File: src/rtl/cmp_pkg.sv
package cmp_pkg;
  localparam int NIB = 4;

  typedef struct packed {
    logic below;
    logic same;
    logic above;
  } verdict_t;

  localparam verdict_t SEED = '{below: 1'b0, same: 1'b1, above: 1'b0};

  // scan from the top bit; first difference settles the order
  function automatic logic nib_above(input logic [NIB-1:0] x, input logic [NIB-1:0] y);
    logic found;
    logic res;
    found = 1'b0;
    res   = 1'b0;
    for (int i = NIB - 1; i >= 0; i--) begin
      if (!found && (x[i] != y[i])) begin
        found = 1'b1;
        res   = x[i];
      end
    end
    return res;
  endfunction
endpackage

File: src/rtl/cmp_nib_match.sv
module cmp_nib_match
  import cmp_pkg::*;
(
  input  logic [NIB-1:0] x_i,
  input  logic [NIB-1:0] y_i,
  output logic           match_o
);
  logic [NIB-1:0] bit_same;

  for (genvar g = 0; g < NIB; g++) begin : g_xnor
    assign bit_same[g] = ~(x_i[g] ^ y_i[g]);
  end

  assign match_o = &bit_same;

  always_comb begin

    nib_match_chk: assert (match_o == (x_i == y_i));
  end
endmodule

File: src/rtl/cmp_nib_order.sv
module cmp_nib_order
  import cmp_pkg::*;
(
  input  logic [NIB-1:0] x_i,
  input  logic [NIB-1:0] y_i,
  output logic           above_o,
  output logic           below_o
);
  assign above_o = nib_above(x_i, y_i);
  assign below_o = nib_above(y_i, x_i);

  always_comb begin

    nib_order_excl_chk: assert (!(above_o && below_o));
  end
endmodule

File: src/rtl/cmp_slice.sv
module cmp_slice
  import cmp_pkg::*;
(
  input  logic [NIB-1:0] x_i,
  input  logic [NIB-1:0] y_i,
  input  logic           lt_in,
  input  logic           eq_in,
  input  logic           gt_in,
  output logic           lt_out,
  output logic           eq_out,
  output logic           gt_out
);
  logic nib_equal;
  logic nib_gt;
  logic nib_lt;
  verdict_t from_below;
  verdict_t result;

  cmp_nib_match u_match (.x_i(x_i), .y_i(y_i), .match_o(nib_equal));
  cmp_nib_order u_order (.x_i(x_i), .y_i(y_i), .above_o(nib_gt), .below_o(nib_lt));

  assign from_below = '{below: lt_in, same: eq_in, above: gt_in};

  always_comb begin
    if (nib_equal) result = from_below;
    else           result = '{below: nib_lt, same: 1'b0, above: nib_gt};
  end

  assign lt_out = result.below;
  assign eq_out = result.same;
  assign gt_out = result.above;

  always_comb begin

    slice_onehot_chk: assert (!$onehot({lt_in, eq_in, gt_in}) || $onehot({lt_out, eq_out, gt_out}));

    slice_pass_chk: assert ((x_i != y_i) || ({lt_out, eq_out, gt_out} == {lt_in, eq_in, gt_in}));

    slice_local_chk: assert ((x_i == y_i) ||
                             ({lt_out, eq_out, gt_out} == {x_i < y_i, 1'b0, x_i > y_i}));
  end
endmodule

File: src/rtl/cmp_wide.sv
module cmp_wide
  import cmp_pkg::*;
#(
  parameter int SLICES = 2,
  localparam int WIDTH = NIB * SLICES
) (
  input  logic [WIDTH-1:0] a_i,
  input  logic [WIDTH-1:0] b_i,
  output logic             lt_o,
  output logic             eq_o,
  output logic             gt_o
);
  logic [SLICES:0] lt_c;
  logic [SLICES:0] eq_c;
  logic [SLICES:0] gt_c;

  assign lt_c[0] = SEED.below;
  assign eq_c[0] = SEED.same;
  assign gt_c[0] = SEED.above;

  for (genvar s = 0; s < SLICES; s++) begin : g_slice
    cmp_slice u_slice (
      .x_i   (a_i[s*NIB +: NIB]),
      .y_i   (b_i[s*NIB +: NIB]),
      .lt_in (lt_c[s]),
      .eq_in (eq_c[s]),
      .gt_in (gt_c[s]),
      .lt_out(lt_c[s+1]),
      .eq_out(eq_c[s+1]),
      .gt_out(gt_c[s+1])
    );
  end

  assign lt_o = lt_c[SLICES];
  assign eq_o = eq_c[SLICES];
  assign gt_o = gt_c[SLICES];

  always_comb begin

    wide_onehot_chk: assert ($onehot({lt_o, eq_o, gt_o}));

    wide_lt_chk: assert (lt_o == (a_i < b_i));

    wide_gt_chk: assert (gt_o == (a_i > b_i));

    wide_seed_chk: assert ((a_i != b_i) || eq_o);
  end
endmodule

File: config.mk
export PLATFORM = sky130hd
export DESIGN_NAME = cmp_wide
export DESIGN_NICKNAME = d
export VERILOG_FILES = /design/src/rtl/cmp_pkg.sv /design/src/rtl/cmp_nib_match.sv /design/src/rtl/cmp_nib_order.sv /design/src/rtl/cmp_slice.sv /design/src/rtl/cmp_wide.sv
export SDC_FILE = /design/constraint.sdc
export NUM_CORES = 1
export LEC_CHECK = 0
export ABC_CLOCK_PERIOD_IN_PS = 1050
export CAP_MARGIN = 20
export CORE_AREA = 4 4 41 43
export DETAILED_ROUTE_END_ITERATION = 7
export DIE_AREA = 0 0 45 47
export GPL_TIMING_DRIVEN = 0
export PLACE_DENSITY = 0.57
export SLEW_MARGIN = 0
export SYNTH_ARGS = -nofsm -noshare
export SYNTH_HDL_FRONTEND = slang
export SYNTH_SLANG_ARGS = --single-unit
File: constraint.sdc
create_clock -name vclk -period 1.05
set_input_delay 0.105 -clock vclk [all_inputs]
set_output_delay 0.105 -clock vclk [all_outputs]
set_load 0.02 [all_outputs]
Yosys cells after proc, flatten, opt, wreduce, memory -nomap -nowiden
Index checks and enable logic that the tools add are counted.
{"block": "word_totals", "inputBits": 16, "regBits": 0, "out_inout_bits": 3}
{"block": "op_classes", "n_bitwise": 16, "eq_ne": 16, "mux": 30, "reduce_logical": 26}
{"op": "$mux 1", "n": 28}
{"op": "$ne 1x1->1", "n": 16}
{"op": "$logic_and 1x1->1", "n": 12}
{"op": "$logic_not 1->1", "n": 12}
{"op": "$not 1->1", "n": 8}
{"op": "$reduce_and 4->1", "n": 2}
{"op": "$xor 1x1->1", "n": 8}
{"op": "$mux 3", "n": 2}

Longest topological paths before layout
Gate-level depths: netlist (run 1).
{"block": "depth", "ltp_word": 13, "depth_mapped": 5, "mapped_depth_nobuf": 5}

Modules after synthesis
From an unflattened synthesis (run 1), not the netlist that was laid out.
{"block": "hier_totals", "hier_cells": 70, "area_unflattened_um2": 518.0}
{"mod": "cmp_nib_order", "seq_area_each_um2": 0.0, "cells_each": 26, "instances": 2, "area_each_um2": 177.7}
{"mod": "cmp_nib_match", "seq_area_each_um2": 0.0, "cells_each": 5, "instances": 2, "area_each_um2": 47.5}
{"mod": "cmp_slice", "seq_area_each_um2": 0.0, "cells_each": 3, "instances": 2, "area_each_um2": 30.0}
{"mod": "cmp_wide", "seq_area_each_um2": 0.0, "cells_each": 2, "instances": 1, "area_each_um2": 7.5}

Worst setup path before layout (run 1)
Ideal clock, no wire load.
{"block": "synth_timing", "path_type": "input to output", "start": "input a_i[7]", "end": "output eq_o", "t_arrival_ns": 1.085, "path_buffers": 0, "setup_slack_ns": -0.140, "t_required_ns": 0.945, "stages": 4, "path_cell_list": "inv_1 -> ha_1 -> and4_1 -> nor4b_2"}
{"block": "synth_between", "elab_chain_len": 4}
{"item": "from (decl)", "line": "cmp_wide.sv:7", "rtl": "input logic [WIDTH-1:0] a_i,"}
{"item": "$xor 1x1->1", "line": "cmp_nib_match.sv:11", "rtl": "assign bit_same[g] = ~(x_i[g] ^ y_i[g]);"}
{"item": "$not 1->1", "line": "cmp_nib_match.sv:11"}
{"item": "$reduce_and 4->1", "line": "cmp_nib_match.sv:14", "rtl": "assign match_o = &bit_same;"}
{"item": "$mux 3", "line": "cmp_slice.sv:25", "rtl": "if (nib_equal) result = from_below;"}
{"item": "to (decl)", "line": "cmp_wide.sv:10", "rtl": "output logic eq_o,"}
Every way passes these cells.

Worst setup path in the final report (run 1)
Same ends and word-level chain as after synthesis.

==> metrics, run 1 <==
Die Y=47 um; CP cell instances=buf_8, inv_4, ha_4, and4_4, nor4b_4, buf_4; Mapped Cells=46; mapped cell area=about 320 um2; pin count of the biggest net entering global routing=6; status=complete, but fails checks; sequential cell count=0; initial antenna violation count=0; slowest stage delay, CP=between 0.2 and 0.3 ns; Worst Tran Pin Value=around 0.24 ns; Hold Path Class=in2out; VDD IR max=~0.20 mV; Placed Area=approximately 560 um2; DRC=0; final-layout clock buffer total=0; Critical Path AT=between 1 and 1.5 ns; compound-cell area share of the yosys netlist=around 21%; Slew Limit Fails=0; Core Rows=13; Die X-Extent=between 40 and 50 um; mean area per synthesized cell=between 6 and 7 um2; post-DR vias/cell=around 4.8; Synth Net Count=66; post-route worst setup slack=-0.129 ns; # port buffers=19; Syn. warnings=0; area share of fa/ha/maj cells after synthesis=about 16%; pwr/cell area=approximately 440 nW/um2; Routability Congestion=0.751; nets=91; die area=~2100 um2; DR pass1 iterations=2; RSZ-0062 raised after global routing=true; layout cell share with drive strength beyond 1=66.7%; total power=0.000298 W; Setup Viol. Count Final=3; Post-Synth Simple-Gate Area=between 40% and 50%; first-pass GRT wire length=roughly 1700 um; Post-Synth XOR/XNOR Area=a little over a tenth; crit path time final=around 1.2 ns; Seq/Total Area, Yosys=0%; Syn-to-layout area delta=110%; Iter 0 DRT Violations=2; fin crit share=112%; achievable frequency=0.848 GHz; final hold vios=0; crit path capture type=primary output; CP Launch Type=input port; post-synthesis mux area share=0%; vias in the first global route=roughly 420; worst setup path category=in2out; final WL=between 900 and 1000 um; Slew HR=between 80% and 90%; fin area=676 um2; Worst Path Buf+Inv=3; post-synthesis cell type count=16; CP max-delay cell=ha_4; CP delay by family, top=simple AND/OR/NAND/NOR gates; Max-Cap Viols=0; GRT Overall Usage=about 10%; top-level I/O count=19; DRT antenna net count=0; global route total overflow=0; Reg area=0 um2; setup TNS=-0.375 ns; Via Count=402; P_leak=around 0.3 nW; starting density of the core=between 20% and 30%; drt wl/cell=11.2 um; worst-path fanout max=3; diodes inserted=0; largest family of logic cells by synthesized area=simple AND/OR/NAND/NOR gates; failing checks=negative setup slack; Critical Path RT=around 0.94 ns; core area=1300 um2; final core utilization=about half; DPL Wire Length=around 690 um
## cells in the mapped netlist (all sizes together)
master	instances	area [um2]
inv	7	26.3
a41oi	2	17.5
nand2b	7	43.8
nor3b	1	7.51
ha	4	50.1
nor4b	1	15.0
and4	2	17.5
nand3	4	20.0
xnor2	4	35.0
a311oi	1	8.76
o211ai	3	22.5
nor2b	3	26.3
nand2	3	11.3
o21ai	4	20.0
## worst paths after layout
path / slack, ns / depth (start not counted) / end / from
max: -0.13 / 6 / eq_o / a_i[7]
min: 0.70 / 5 / eq_o / a_i[2]
## per-layer routing
| metal | wire (um) | vias to the layer above | part of all wire [%] | global-route usage [%] |
|---|---|---|---|---|
| met4 | 0 | 0 | 0 | 1.17 |
| met3 | 70 | 0 | 7.5 | 0.766 |
| met1 | 365 | 180 | 39 | 11.7 |
| met2 | 503 | 12 | 54 | 20.1 |
| li1 | - | 210 | - | - |
| met5 | 0 | - | 0 | 0 |
## per-stage QoR
step | setup WS (ns) | hold slack (ns) | std cells
after floorplan | 0.00453 | 0.413 | 46
after global placement | -1.07 | 1.44 | 80
after detailed placement | -1.07 | 1.44 | 80
after CTS | -0.131 | 0.693 | 83
after global routing | -0.192 | 0.744 | 84
final | -0.129 | 0.699 | 84
## power by group
| part | switching, W | leakage (nW) | total (W) | internal (W) |
|---|---|---|---|---|
| clock | 0 | 0 | 0 | 0 |
| sequential | 0 | 0 | 0 | 0 |
| combinational | 0.000136 | 0.304 | 0.000298 | 0.000162 |
## logic make-up (layout without fill, tap and decap cells)
kind of cell    after synthesis  count (layout)
compound gates               10              10
xor+xnor                      4               4
fa+ha+maj                     4               4
buf+inv                       7              30
simple gates                 21              21
## layout by cell type (no fill, tap or decap), types with 2 or more instances in the layout
master           instances
buf_2                    6
inv_1                    5
nand2b_4                 5
buf_4                    5
o21ai_2                  4
clkdlybuf4s15_2          4
o211ai_1                 3
buf_6                    3
nand3_2                  2
xnor2_1                  2
xnor2_2                  2
nand2b_1                 2
nand3_1                  2
nor2b_1                  2
a41oi_2                  2
nand2_1                  2
ha_4                     2
ha_1                     2
clkbuf_2                 2
## what timing repair did
| item | 4_1_cts | 5_1_grt |
|---|---|---|
| resized for setup | 87 | 8 |
| hold buffers | 0 | 0 |
| setup buffers | 3 | 1 |
| endpoints found under the setup margin | 3 | 3 |
| pin swaps | 10 | 7 |
## cell type report
type               count  area [um2]
multi-input cells     39         438
repair buffers        23         190
inverters              7        28.8
well taps             15        18.8
fillers              132         626
No activity file was read; power rests on OpenSTA's default activity.
==> run 2, diff against run 1 <==
- ABC_AREA: unset -> 0
- CAP_MARGIN: 20 -> unset
- PLACE_DENSITY: 0.57 -> 0.64
==> run 2 against run 1 <==
Net effect: the flow still finishes with violations (negative setup slack); first-iteration DRC count rose by 50%; fmax rose by 1.5%; flip-flop and latch count did not move; sequential share of layout area did not move; largest cell class unchanged; highest routed layer unchanged.
==> metrics, run 2 (synthesis results as in run 1) <==
fin crit share=111%; slowest stage delay, CP=0.27 ns; P_leak=approximately 0.30 nW; RSZ-0062 raised after global routing=true; final hold vios=0; DRT antenna net count=0; pwr/cell area=approximately 440 nW/um2; commonest non-fill, non-tap cells in the layout=buf_2 (9), inv_1 (5), nand2b_4 (5), nand3_1 (4), buf_4 (4); commonest non-fill, non-tap cell in the layout=buf_2; worst-path fanout max=5; Slew Limit Fails=0; drt wl/cell=~12 um; diodes inserted=0; Die Y=47 um; hold depth=5; Setup Viol. Count Final=3; nets=90; setup TNS=-0.290 ns; Hold Buf Count CTS=0; Syn-to-layout area delta=98.8%; CP Launch Type=input port; crit path time final=roughly 1.2 ns; Placed Area=559 um2; fin area=about 640 um2; Filler cells=between 100 and 150; failing checks=negative setup slack; CP Depth=6; Critical Path RT=~0.94 ns; crit path capture type=primary output; global route total overflow=0; core area=1300 um2; # port buffers=19; first-pass GRT wire length=about 1700 um; status=complete, but fails checks; DR pass1 iterations=4; layout cell share with drive strength beyond 1=60.3%; CP delay by family, top=simple AND/OR/NAND/NOR gates; pin count of the biggest net entering global routing=6; Core Rows=13; Max-Cap Viols=0; initial antenna violation count=0; post-route worst setup slack=-0.111 ns; DRC=0; final WL=about 1000 um; worst setup path category=in2out; final-layout clock buffer total=0; Slew HR=between 80% and 90%; VDD IR max=about 0.20 mV; Via Count=a little over 400; worst hold path endpoint=eq_o; worst hold start=a_i[2]; top-level I/O count=19; Hold Path Class=in2out; GRT Overall Usage=about a tenth; Worst Tran Pin Value=about 0.24 ns; DPL Wire Length=about 740 um; sequential cell count=0; Routability Congestion=0.697; CP cell instances=buf_8, inv_4, ha_4, and4_4, nor4b_4, buf_4; vias in the first global route=approximately 420; Critical Path AT=approximately 1.1 ns; Die X-Extent=between 40 and 50 um; Worst Path Buf+Inv=3; achievable frequency=0.861 GHz; Iter 0 DRT Violations=3; Reg area=0 um2; die area=2120 um2; post-DR vias/cell=about 5; starting density of the core=about 25%; CP max-delay cell=ha_4
run 2: layer usage:
layer	global-route usage (%)	share of wire (%)	vias to the layer above
li1	-	-	211
met1	11.0	32	184
met2	23.2	59	13
met3	0.766	9.5	0
met4	0	0	0
met5	0	0	-
run 2: worst max path at each step:
stage                       from   end  slack [ns]
after detailed placement  a_i[7]  lt_o       -1.08
after global placement    a_i[7]  lt_o       -1.08
after CTS                 a_i[7]  eq_o       -0.14
final                     a_i[7]  eq_o       -0.11
after floorplan           a_i[7]  lt_o       0.005
after global routing      a_i[7]  eq_o       -0.18
run 2: repair_timing:
item                                    4_1_cts  5_1_grt
buffers inserted                              3        0
gates cloned                                  0        0
gates resized for setup                      88        7
pin swaps                                    11        8
endpoints found under the setup margin        3        3
run 2: through the flow:
step | utilization [%] | power [W] | instances | hold slack [ns] | setup slack [ns]
6_report | 49.1 | 0.000280 | 83 | 0.683 | -0.111
4_1_cts | 48.8 | 0.000274 | 83 | 0.688 | -0.136
5_1_grt | 49.1 | 0.000307 | 83 | 0.727 | -0.184
2_1_floorplan | - | 0.000119 | 46 | 0.413 | 0.00453
3_5_place_dp | 43.0 | 0.000235 | 80 | 1.44 | -1.08
3_3_place_gp | 43.0 | 0.000230 | 80 | 1.43 | -1.08
run 2: cell type report:
| type | count | area (um2) | area share (%) |
|---|---|---|---|
| inverter | 7 | 28.8 | 4.50 |
| multi-input combinational | 39 | 415 | 65.0 |
| tap | 15 | 18.8 | 2.94 |
| timing repair buffer | 22 | 176 | 27.6 |
run 2: report_power, final:
group	leakage, nW	internal [W]	total, W	switching, W
Sequential	0	0	0	0
Combinational	0.299	0.000152	0.000280	0.000128
Clock	0	0	0	0
Total	0.299	0.000152	0.000280	0.000128
==> run 3, diff against run 2 <==
- CORE_AREA: 4 4 41 43 -> 8 8 45 47
- DIE_AREA: 0 0 45 47 -> 0 0 53 55
==> run 3 against run 2 <==
Net effect: the flow still finishes with violations (negative setup slack); critical path depth shrank 1; sequential share of layout area is the same; global-route usage shrank 3.4 points; core utilization shrank 1.2 points; wire length grew 1.0%; hold slack gained 0.0061 ns; flip-flop and latch count is the same; cell count grew 3.6%; design area grew 3.7%; largest power group unchanged.
==> metrics, run 3 (synthesis results as in run 1) <==
Max-Cap Viols=0; Via Count=around 420; VDD IR max=about 0.23 mV; CP Launch Type=input port; Core Rows=14; Worst Tran Pin Value=between 0.2 and 0.25 ns; Die X-Extent=about 53 um; sequential cell count=0; CP cell instances=buf_8, ha_4, and4_4, nor4b_4, buf_4; first-pass GRT wire length=1660 um; Critical Path AT=1.08 ns; RSZ-0062 raised after global routing=true; Slew Limit Fails=0; worst setup path category=in2out; initial antenna violation count=0; final core utilization=47.9%; CP delay by family, top=simple AND/OR/NAND/NOR gates; Setup WS pre-CTS=-1.08 ns; fin crit share=113%; core area=roughly 1400 um2; DR pass1 iterations=2; Non-Filler Instances=86; pwr/cell area=435 nW/um2; total power=approximately 0.00029 W; post-route worst setup slack=-0.140 ns; diodes inserted=0; top-level I/O count=19; post-DR vias/cell=4.90; GRT Overall Usage=around 7.1%; Iter 0 DRT Violations=2; global route total overflow=0; die area=roughly 2900 um2; slowest stage delay, CP=0.27 ns; pin count of the biggest net entering global routing=6; commonest non-fill, non-tap cells in the layout=buf_4 (6), inv_1 (5); Reg area=0 um2; worst-path fanout max=4; Setup Viol. Count Final=3; Worst Path Buf+Inv=2; P_leak=around 0.30 nW; Routability Congestion=0.655; achievable frequency=approximately 0.84 GHz; Hold Buf Count CTS=0; DRT antenna net count=0; starting density of the core=23.2%; commonest non-fill, non-tap cell in the layout=buf_4; nets=92; crit path time final=roughly 1.2 ns; final-layout clock buffer total=0; final WL=1010 um; status=complete, but fails checks; DRC=0; # port buffers=19; final hold vios=0; layout cell share with drive strength beyond 1=60.0%; drt wl/cell=11.7 um; Filler cells=about 140; dpl cells=about 80; Critical Path RT=between 0.9 and 1 ns; area of the multi-input gates=roughly 410 um2; crit path capture type=primary output; Die Y=~55 um; vias in the first global route=about 440; failing checks=negative setup slack; Hold Path Class=in2out; Slew HR=83.7%; Syn-to-layout area delta=106%; CP max-delay cell=ha_4; DPL Wire Length=763 um
## run 3: worst min-delay path: stages
cell,delay (ns)
clkbuf_2,0.11
o211ai_1,0.08
a41oi_1,0.11
o21ai_2,0.06
buf_6,0.11
## run 3: through the flow
stage | instance area [um2] | TNS [ns] | hold WS (ns)
floorplan | 350 | 0 | 0.413
global placement | 561 | -3.24 | 1.44
detailed placement | 561 | -3.19 | 1.45
CTS | 642 | -0.386 | 0.698
global route | 663 | -0.512 | 0.728
finish | 663 | -0.359 | 0.689
## run 3: metal layers
| layer | GRT usage, % | part of all wire, % | up-vias |
|---|---|---|---|
| li1 | - | - | 212 |
| met1 | 6.94 | 38 | 198 |
| met2 | 15.0 | 55 | 11 |
| met3 | 1.87 | 6.7 | 0 |
| met4 | 0 | 0 | 0 |
| met5 | 0 | 0 | - |
## run 3: final cells by class
type,count,area share [%]
repair buffers,24,30.4
inverters,7,4.34
multi-input cells,39,62.3
well taps,16,3.02
## run 3: power by group
part           internal (W)  switching (W)
Sequential                0              0
Combinational      0.000159       0.000130
Clock                     0              0
Total              0.000159       0.000130
## run 3: worst paths after layout
| check | depth (start not counted) | endpoint | from |
|---|---|---|---|
| worst min-delay path | 5 | gt_o | b_i[5] |
| worst max-delay path | 5 | eq_o | b_i[7] |
## run 3: what timing repair did
action,in CTS,in global routing
pin swaps,13,8
resized for setup,81,10
gates cloned,0,0
endpoints found under the setup margin,3,3
setup buffers,4,1
